$ cat src/rtl/match_timer_pkg.sv
package match_timer_pkg;

    localparam int unsigned REG_W = 32;
    localparam int unsigned PRE_W = 7;

    localparam int unsigned BIT_MF   = 15;
    localparam int unsigned BIT_OVF  = 14;
    localparam int unsigned BIT_BUSY = 13;
    localparam int unsigned BIT_PER  = 8;
    localparam int unsigned BIT_IE   = 7;

    typedef enum logic [2:0] {
        CKS_DIV8   = 3'd4,
        CKS_DIV32  = 3'd5,
        CKS_DIV128 = 3'd6,
        CKS_DIV1   = 3'd7
    } cks_e;

    typedef enum logic [1:0] {
        WORD_CTRL = 2'd0,
        WORD_CNT  = 2'd1,
        WORD_CMP  = 2'd2
    } word_e;

    localparam logic [1:0] ROUTE_IRQ = 2'd2;

    typedef struct packed {
        logic       periodic;
        logic       irq_en;
        logic [1:0] route;
        logic [2:0] cks;
    } cfg_t;

    typedef struct packed {
        logic keep_mf;
        logic keep_ovf;
        cfg_t cfg;
    } ctrl_wr_t;

    function automatic ctrl_wr_t decode_ctrl(input logic [REG_W-1:0] d);
        ctrl_wr_t r;
        r.keep_mf      = d[BIT_MF];
        r.keep_ovf     = d[BIT_OVF];
        r.cfg.periodic = d[BIT_PER];
        r.cfg.irq_en   = d[BIT_IE];
        r.cfg.route    = d[5:4];
        r.cfg.cks      = d[2:0];
        return r;
    endfunction

    function automatic logic [REG_W-1:0] encode_ctrl(input cfg_t c, input logic mf,
                                                     input logic ovf, input logic busy);
        logic [REG_W-1:0] r;
        r           = '0;
        r[BIT_MF]   = mf;
        r[BIT_OVF]  = ovf;
        r[BIT_BUSY] = busy;
        r[BIT_PER]  = c.periodic;
        r[BIT_IE]   = c.irq_en;
        r[5:4]      = c.route;
        r[2:0]      = c.cks;
        return r;
    endfunction

    function automatic logic [PRE_W-1:0] div_limit(input logic [2:0] cks);
        case (cks)
            CKS_DIV8:   return PRE_W'(7);
            CKS_DIV32:  return PRE_W'(31);
            CKS_DIV128: return PRE_W'(127);
            default:    return '0;
        endcase
    endfunction

    function automatic logic cks_valid(input logic [2:0] cks);
        return cks[2];
    endfunction

endpackage

$ cat src/rtl/mt_delay_pipe.sv
module mt_delay_pipe #(
    parameter int unsigned W     = 8,
    parameter int unsigned DEPTH = 2
) (
    input  logic         clk,
    input  logic         rst,
    input  logic         in_valid,
    input  logic [W-1:0] in_data,
    output logic         out_valid,
    output logic [W-1:0] out_data,
    output logic         busy
);
    logic [DEPTH-1:0] vld;
    logic [W-1:0]     dat [DEPTH];

    always_ff @(posedge clk) begin
        if (rst) begin
            vld <= '0;
            for (int i = 0; i < DEPTH; i++) dat[i] <= '0;
        end else begin
            vld[0] <= in_valid;
            dat[0] <= in_data;
            for (int i = 1; i < DEPTH; i++) begin
                vld[i] <= vld[i-1];
                dat[i] <= dat[i-1];
            end
        end
    end

    assign out_valid = vld[DEPTH-1];
    assign out_data  = dat[DEPTH-1];
    assign busy      = |vld;

    assert_pipe_busy_R8: assert property (@(posedge clk) disable iff (rst)
        in_valid |=> busy);
endmodule

$ cat src/rtl/mt_prescaler.sv
module mt_prescaler
    import match_timer_pkg::*;
(
    input  logic       clk,
    input  logic       rst,
    input  logic       run,
    input  logic [2:0] cks,
    output logic       tick
);
    logic [PRE_W-1:0] pre;
    logic [PRE_W-1:0] lim;

    assign lim = div_limit(cks);

    // Held at zero while stopped, so every start begins a fresh divided period.
    always_ff @(posedge clk) begin
        if (rst || !run)      pre <= '0;
        else if (pre >= lim)  pre <= '0;
        else                  pre <= pre + 1'b1;
    end

    assign tick = run && cks_valid(cks) && (pre == lim);

    assert_tick_gap_R3: assert property (@(posedge clk) disable iff (rst)
        (tick && lim != '0) |=> !tick);
endmodule

$ cat src/rtl/mt_channel.sv
module mt_channel
    import match_timer_pkg::*;
#(
    parameter int unsigned CNT_W      = 32,
    parameter int unsigned CNT_DELAY  = 3,
    parameter int unsigned CTRL_DELAY = 2
) (
    input  logic             clk,
    input  logic             rst,
    input  logic             run,
    input  logic             ctrl_wr,
    input  logic             cnt_wr,
    input  logic             cmp_wr,
    input  logic [REG_W-1:0] wdata,
    output logic [REG_W-1:0] ctrl_rd,
    output logic [CNT_W-1:0] cnt_rd,
    output logic [CNT_W-1:0] cmp_rd,
    output logic             irq
);
    localparam int unsigned CW_W = $bits(ctrl_wr_t);

    cfg_t             cfg;
    logic             mf, ovf;
    logic [CNT_W-1:0] cnt, cmp;

    ctrl_wr_t ctrl_in, ctrl_new;
    logic     ctrl_apply, ctrl_busy;

    assign ctrl_in = decode_ctrl(wdata);

    mt_delay_pipe #(.W(CW_W), .DEPTH(CTRL_DELAY)) u_ctrl_pipe (
        .clk       (clk),
        .rst       (rst),
        .in_valid  (ctrl_wr),
        .in_data   (ctrl_in),
        .out_valid (ctrl_apply),
        .out_data  (ctrl_new),
        .busy      (ctrl_busy)
    );

    logic             cnt_take, cnt_apply, cnt_busy;
    logic [CNT_W-1:0] cnt_new;

    assign cnt_take = cnt_wr && !cnt_busy;

    mt_delay_pipe #(.W(CNT_W), .DEPTH(CNT_DELAY)) u_cnt_pipe (
        .clk       (clk),
        .rst       (rst),
        .in_valid  (cnt_take),
        .in_data   (wdata[CNT_W-1:0]),
        .out_valid (cnt_apply),
        .out_data  (cnt_new),
        .busy      (cnt_busy)
    );

    logic tick;

    mt_prescaler u_pre (
        .clk  (clk),
        .rst  (rst),
        .run  (run),
        .cks  (cfg.cks),
        .tick (tick)
    );

    logic at_match, at_max, set_mf, set_ovf;

    assign at_match = (cnt == cmp);
    assign at_max   = &cnt;
    assign set_mf   = tick && !cnt_apply && at_match;
    assign set_ovf  = tick && !cnt_apply && at_max && !(cfg.periodic && at_match);

    always_ff @(posedge clk) begin
        if (rst) begin
            cnt <= '0;
            cmp <= '1;
            cfg <= '0;
            mf  <= 1'b0;
            ovf <= 1'b0;
        end else begin
            if (cmp_wr) cmp <= wdata[CNT_W-1:0];

            if (cnt_apply)                      cnt <= cnt_new;
            else if (tick && cfg.periodic && at_match) cnt <= '0;
            else if (tick)                      cnt <= cnt + 1'b1;

            if (ctrl_apply) begin
                cfg <= ctrl_new.cfg;
                mf  <= set_mf  || (mf  && ctrl_new.keep_mf);
                ovf <= set_ovf || (ovf && ctrl_new.keep_ovf);
            end else begin
                mf  <= mf  || set_mf;
                ovf <= ovf || set_ovf;
            end
        end
    end

    assign ctrl_rd = encode_ctrl(cfg, mf, ovf, cnt_busy);
    assign cnt_rd  = cnt;
    assign cmp_rd  = cmp;
    assign irq     = mf && cfg.irq_en && (cfg.route == ROUTE_IRQ);

    assert_match_source_R6: assert property (@(posedge clk) disable iff (rst)
        $rose(mf) |-> $past(tick && (cnt == cmp)));

    assert_periodic_wrap_R4: assert property (@(posedge clk) disable iff (rst)
        (tick && cfg.periodic && (cnt == cmp) && !cnt_apply) |=> (cnt == '0));

    assert_overflow_source_R5: assert property (@(posedge clk) disable iff (rst)
        $rose(ovf) |-> $past(&cnt));

    assert_hold_stopped_R2: assert property (@(posedge clk) disable iff (rst)
        (!run && !cnt_apply) |=> $stable(cnt));

    assert_ctrl_pending_R9: assert property (@(posedge clk) disable iff (rst)
        ctrl_wr |=> ctrl_busy);
endmodule

$ cat src/rtl/match_timer.sv
module match_timer
    import match_timer_pkg::*;
#(
    parameter int unsigned NUM_CH = 2,
    parameter int unsigned CNT_W  = 32,
    parameter int unsigned ADDR_W = 8
) (
    input  logic              clk,
    input  logic              rst,
    input  logic              bus_en,
    input  logic              bus_we,
    input  logic [ADDR_W-1:0] bus_addr,
    input  logic [31:0]       bus_wdata,
    output logic [31:0]       bus_rdata,
    output logic [NUM_CH-1:0] irq
);
    localparam int unsigned BLK_W = ADDR_W - 4;

    logic [BLK_W-1:0] blk;
    logic [1:0]       word;
    logic             aligned, hit_ss;
    logic [NUM_CH-1:0] run, hit_ch;

    assign blk     = bus_addr[ADDR_W-1:4];
    assign word    = bus_addr[3:2];
    assign aligned = (bus_addr[1:0] == 2'b00);
    assign hit_ss  = bus_en && aligned && (blk == '0) && (word == 2'd0);

    always_ff @(posedge clk) begin
        if (rst)                  run <= '0;
        else if (hit_ss && bus_we) run <= bus_wdata[NUM_CH-1:0];
    end

    logic [REG_W-1:0] ctrl_rd_a [NUM_CH];
    logic [CNT_W-1:0] cnt_rd_a  [NUM_CH];
    logic [CNT_W-1:0] cmp_rd_a  [NUM_CH];

    for (genvar i = 0; i < NUM_CH; i++) begin : g_ch
        assign hit_ch[i] = bus_en && aligned && (blk == BLK_W'(i + 1)) && (word != 2'd3);

        mt_channel #(.CNT_W(CNT_W)) u_ch (
            .clk     (clk),
            .rst     (rst),
            .run     (run[i]),
            .ctrl_wr (hit_ch[i] && bus_we && (word == WORD_CTRL)),
            .cnt_wr  (hit_ch[i] && bus_we && (word == WORD_CNT)),
            .cmp_wr  (hit_ch[i] && bus_we && (word == WORD_CMP)),
            .wdata   (bus_wdata),
            .ctrl_rd (ctrl_rd_a[i]),
            .cnt_rd  (cnt_rd_a[i]),
            .cmp_rd  (cmp_rd_a[i]),
            .irq     (irq[i])
        );
    end

    logic [REG_W-1:0] rd_mux;

    always_comb begin
        rd_mux = '0;
        if (hit_ss) rd_mux = REG_W'(run);
        for (int i = 0; i < NUM_CH; i++) begin
            if (hit_ch[i]) begin
                case (word)
                    WORD_CTRL: rd_mux = ctrl_rd_a[i];
                    WORD_CNT:  rd_mux = REG_W'(cnt_rd_a[i]);
                    WORD_CMP:  rd_mux = REG_W'(cmp_rd_a[i]);
                    default:   rd_mux = '0;
                endcase
            end
        end
    end

    always_ff @(posedge clk) begin
        if (rst)                  bus_rdata <= '0;
        else if (bus_en && !bus_we) bus_rdata <= rd_mux;
    end

    assert_run_write_R2: assert property (@(posedge clk) disable iff (rst)
        (hit_ss && bus_we) |=> (run == $past(bus_wdata[NUM_CH-1:0])));
endmodule

$ cat config.mk
export PLATFORM = sky130hd
export DESIGN_NAME = match_timer
export DESIGN_NICKNAME = d
export VERILOG_FILES = /design/src/rtl/match_timer_pkg.sv /design/src/rtl/mt_delay_pipe.sv /design/src/rtl/mt_prescaler.sv /design/src/rtl/mt_channel.sv /design/src/rtl/match_timer.sv
export SDC_FILE = /design/constraint.sdc
export NUM_CORES = 1
export LEC_CHECK = 0
export BUFFER_PORTS_ARGS = -buffer_cell sky130_fd_sc_hd__buf_2
export CAP_MARGIN = 20
export CORE_ASPECT_RATIO = 1.1
export CORE_UTILIZATION = 43
export CTS_CLUSTER_SIZE = 24
export DETAILED_ROUTE_END_ITERATION = 16
export PLACE_DENSITY = 0.68
export SYNTH_ARGS = -nofsm -noshare
export SYNTH_HDL_FRONTEND = slang
export SYNTH_SLANG_ARGS = --single-unit
$ cat constraint.sdc
create_clock -name clk -period 3.5 [get_ports clk]
set_input_delay 0.525 -clock clk [delete_from_list [all_inputs] [get_ports clk]]
set_output_delay 0.525 -clock clk [all_outputs]
set_load 0.01 [all_outputs]
==> results.md <==
- Status: completed
- Asr flop ratio synth: 0%
- # rows: 67
- CP max FO: 8
- Post-synth top flop: dfxtp_1
- Pre-antenna DRT Iters: 6
- Antenna cells: 0
- CP Data Required Time: 3980 ps
- Die area: 32380 sq um
- Crit path kind: flop to flop
- Max-Cap Viols: 0
- CTS sink cnt: 300
- Critical-path cell list: xor2_1 -> nand2_1 -> ha_1 -> nand4_1 -> or3_1 -> nor3_1 -> nand4_1 -> xor2_1 -> o21ai_0
- Hold Vio Cnt, Final: 0
- Clock root buffer: clkbuf_16
- Cell family contributing the most delay on the critical path: simple AND/OR/NAND/NOR gates
- Slew @ Worst Pin: 981.5 ps
- Routed vias/inst: 5.843
- DRT iter0 DRCs: 1612
- Core box area: 30770 sq um
- GRT overflow: 0
- Later-pin clock latency in the skew report: 550 ps
- First-pass GRT wire length: 68100 um
- Avg WL per Cell: 21.19 um
- Layout fillers: 2859
- Total CTS buffers: 29
- Final setup skew: 8.892 ps
- Hpwl dp: 32410 um
- PortBufs: 77
- Distinct cells, synth: 66
- Leading cell type in the layout, fill and taps excluded: dfxtp_1
- Critical Path Sink Type: flop
- Final ANT Viol Nets: 0
- Placer Congestion: 0.9763
- Number of synthesized flops with an enable pin: 0
- Sequential area share after synthesis: 44.11%
- Final nets: 1716
- Routed vias: 12211
- Post-Route WL: 44280 um
- Antenna violations before repair: 1
- Avg Cell Area, Syn: 8.493 sq um
- Worst hold slack: 219.9 ps
- Cell Area, Synth: 13610 sq um
- Syn Inst Count: 1603
- Slowest stage cell, crit path: or3_1
- Power Total: 7.183 mW
- Die Y-Extent: 188.6 um
- Fmax: 351.7 MHz
- Tcrit/Tclk final: 81.25%
- Vias in the first global route: 11424
- Synthesized flop and latch total: 300
- Cts repair resizes: 0
- Pin count of the biggest net entering global routing: 73
- Worst hold-check path type: input port to flop
- Worst-path clk slew: 70 ps
- Leak Pwr: 5.943 nW
- All-layer global routing usage: 27.39%
- # IOs: 78
- Post-Route Setup TNS: 0 ps
- Layout cells sized above 1: 13.19%
- Initial Util: 44.25%
- Period minus WS final: 2844 ps
- Slew HR: 34.50%
- Power per cell area: 462.0 nW/um^2
- # setup viols final: 0
- Postcts setup bufs: 0
- Hold_buf cts: 0
- CTS tree: done
- CTS H-tree lvls: 1
- Worst VDD drop: 0.4225 mV
- CP Launch Type: flop
- Commonest non-fill, non-tap cells in the layout: 300 x dfxtp_1, 220 x nand2_1, 105 x nor2b_1
- WP buf/inv: 0
- Die Wd: 171.7 um
- Syn_nets: 1665
- Synth warn: 0
- Clock Tree Buf Depth: 3
- Final Slew Violations: 0
- CP max stage delay: 580 ps
- RSZ-0062 raised after global routing: no
- DRC: 0
- WP data arrival: 3320 ps
- Area Growth Syn to Fin: 14.21%
==> cells in the mapped netlist, types with 17 or more instances <==
cell type | instances | share of area (%)
a22oi_1 | 43 | 2.4
and3_1 | 22 | 1.0
nor3_1 | 17 | 0.62
xnor2_1 | 93 | 6.0
nand2_1 | 220 | 6.1
xor2_1 | 17 | 1.1
clkbuf_1 | 95 | 2.6
nand4_1 | 36 | 1.7
dfxtp_1 | 300 | 44
o221ai_1 | 29 | 1.9
a21oi_1 | 85 | 3.1
nand3_1 | 99 | 3.6
ha_1 | 18 | 1.7
o21ai_0 | 84 | 3.1
nor2_1 | 100 | 2.8
mux2i_1 | 35 | 2.6
inv_1 | 22 | 0.61
nor2b_1 | 108 | 5.0
==> cell type report <==
class | instances | area, sq um | area share [%]
inverters | 23 | 86.33 | 0.5552
clock inverters | 16 | 211.5 | 1.360
repair buffers | 143 | 912.1 | 5.866
well taps | 414 | 518.0 | 3.331
flip-flops and latches | 300 | 6006 | 38.63
clock buffers | 37 | 805.8 | 5.182
multi-input cells | 1157 | 7009 | 45.08
==> worst paths after layout <==
check | from | end | slack (ps) | cells past startpoint
max | g_ch[1].u_ch.ctrl_rd[1] | g_ch[1].u_ch.cnt_rd[30] | 660 | 9
min | bus_wdata[21] | g_ch[0].u_ch.cmp_rd[21] | 220 | 3
max reg2reg | g_ch[1].u_ch.ctrl_rd[1] | g_ch[1].u_ch.cnt_rd[30] | 660 | 9
min reg2reg | g_ch[1].u_ch.u_cnt_pipe.dat[0][45] | g_ch[1].u_ch.u_cnt_pipe.dat[0][77] | 430 | 1
==> through the flow <==
stage	utilization (%)	area (sq um)	setup slack [ps]	std cells
floorplan	-	13610	1134	1603
global placement	47.23	14530	786.3	2037
detailed placement	47.23	14530	727.3	2037
CTS	50.54	15550	691.4	2090
global route	50.54	15550	371.9	2090
finish	50.54	15550	656.3	2090
==> metal layers <==
layer	vias up	track usage (%)	routed length [um]
met1	5705	36.70	18350
met3	139	4.264	4069
met4	0	13.22	2314
met5	-	0	0
li1	5682	-	-
met2	685	42.73	19550
==> flip-flops by register name, indices dropped and copies added, names as in the netlist <==
signal	flops
bus_rdata	32
g_ch.u_ch.u_cnt_pipe.dat	96
g_ch.u_ch.u_ctrl_pipe.vld	4
g_ch.u_ch.mf	2
run	2
g_ch.u_ch.u_cnt_pipe.vld	6
g_ch.u_ch.cmp_rd	64
g_ch.u_ch.cnt_rd	64
g_ch.u_ch.u_pre.pre	14
g_ch.u_ch.ovf	2
g_ch.u_ch.ctrl_rd	14
==> worst min-delay path, delay by kind of cell <==
family	cells	cell delay, ps
buf+inv	1	100
simple gates	2	120
==> logic make-up (layout without fill, tap and decap cells) <==
| kind of cell | Yosys count | in the layout | share of synthesized area, % |
|---|---|---|---|
| buf+inv | 146 | 219 | 4.567 |
| compound gates | 324 | 324 | 15.34 |
| xor+xnor | 110 | 110 | 7.077 |
| fa+ha+maj | 18 | 18 | 1.654 |
| mux | 35 | 35 | 2.573 |
| simple gates | 670 | 670 | 24.68 |
| flops | 300 | 300 | 44.11 |
==> power breakdown <==
| group | total, mW | switching (mW) | leakage, nW | internal, mW |
|---|---|---|---|---|
| Combinational | 0.345 | 0.214 | 3.02 | 0.130 |
| Sequential | 3.52 | 0.0381 | 2.44 | 3.48 |
| Clock | 3.32 | 1.39 | 0.483 | 1.93 |
| Total | 7.18 | 1.64 | 5.94 | 5.54 |
Power figures use the tool's default switching activity.
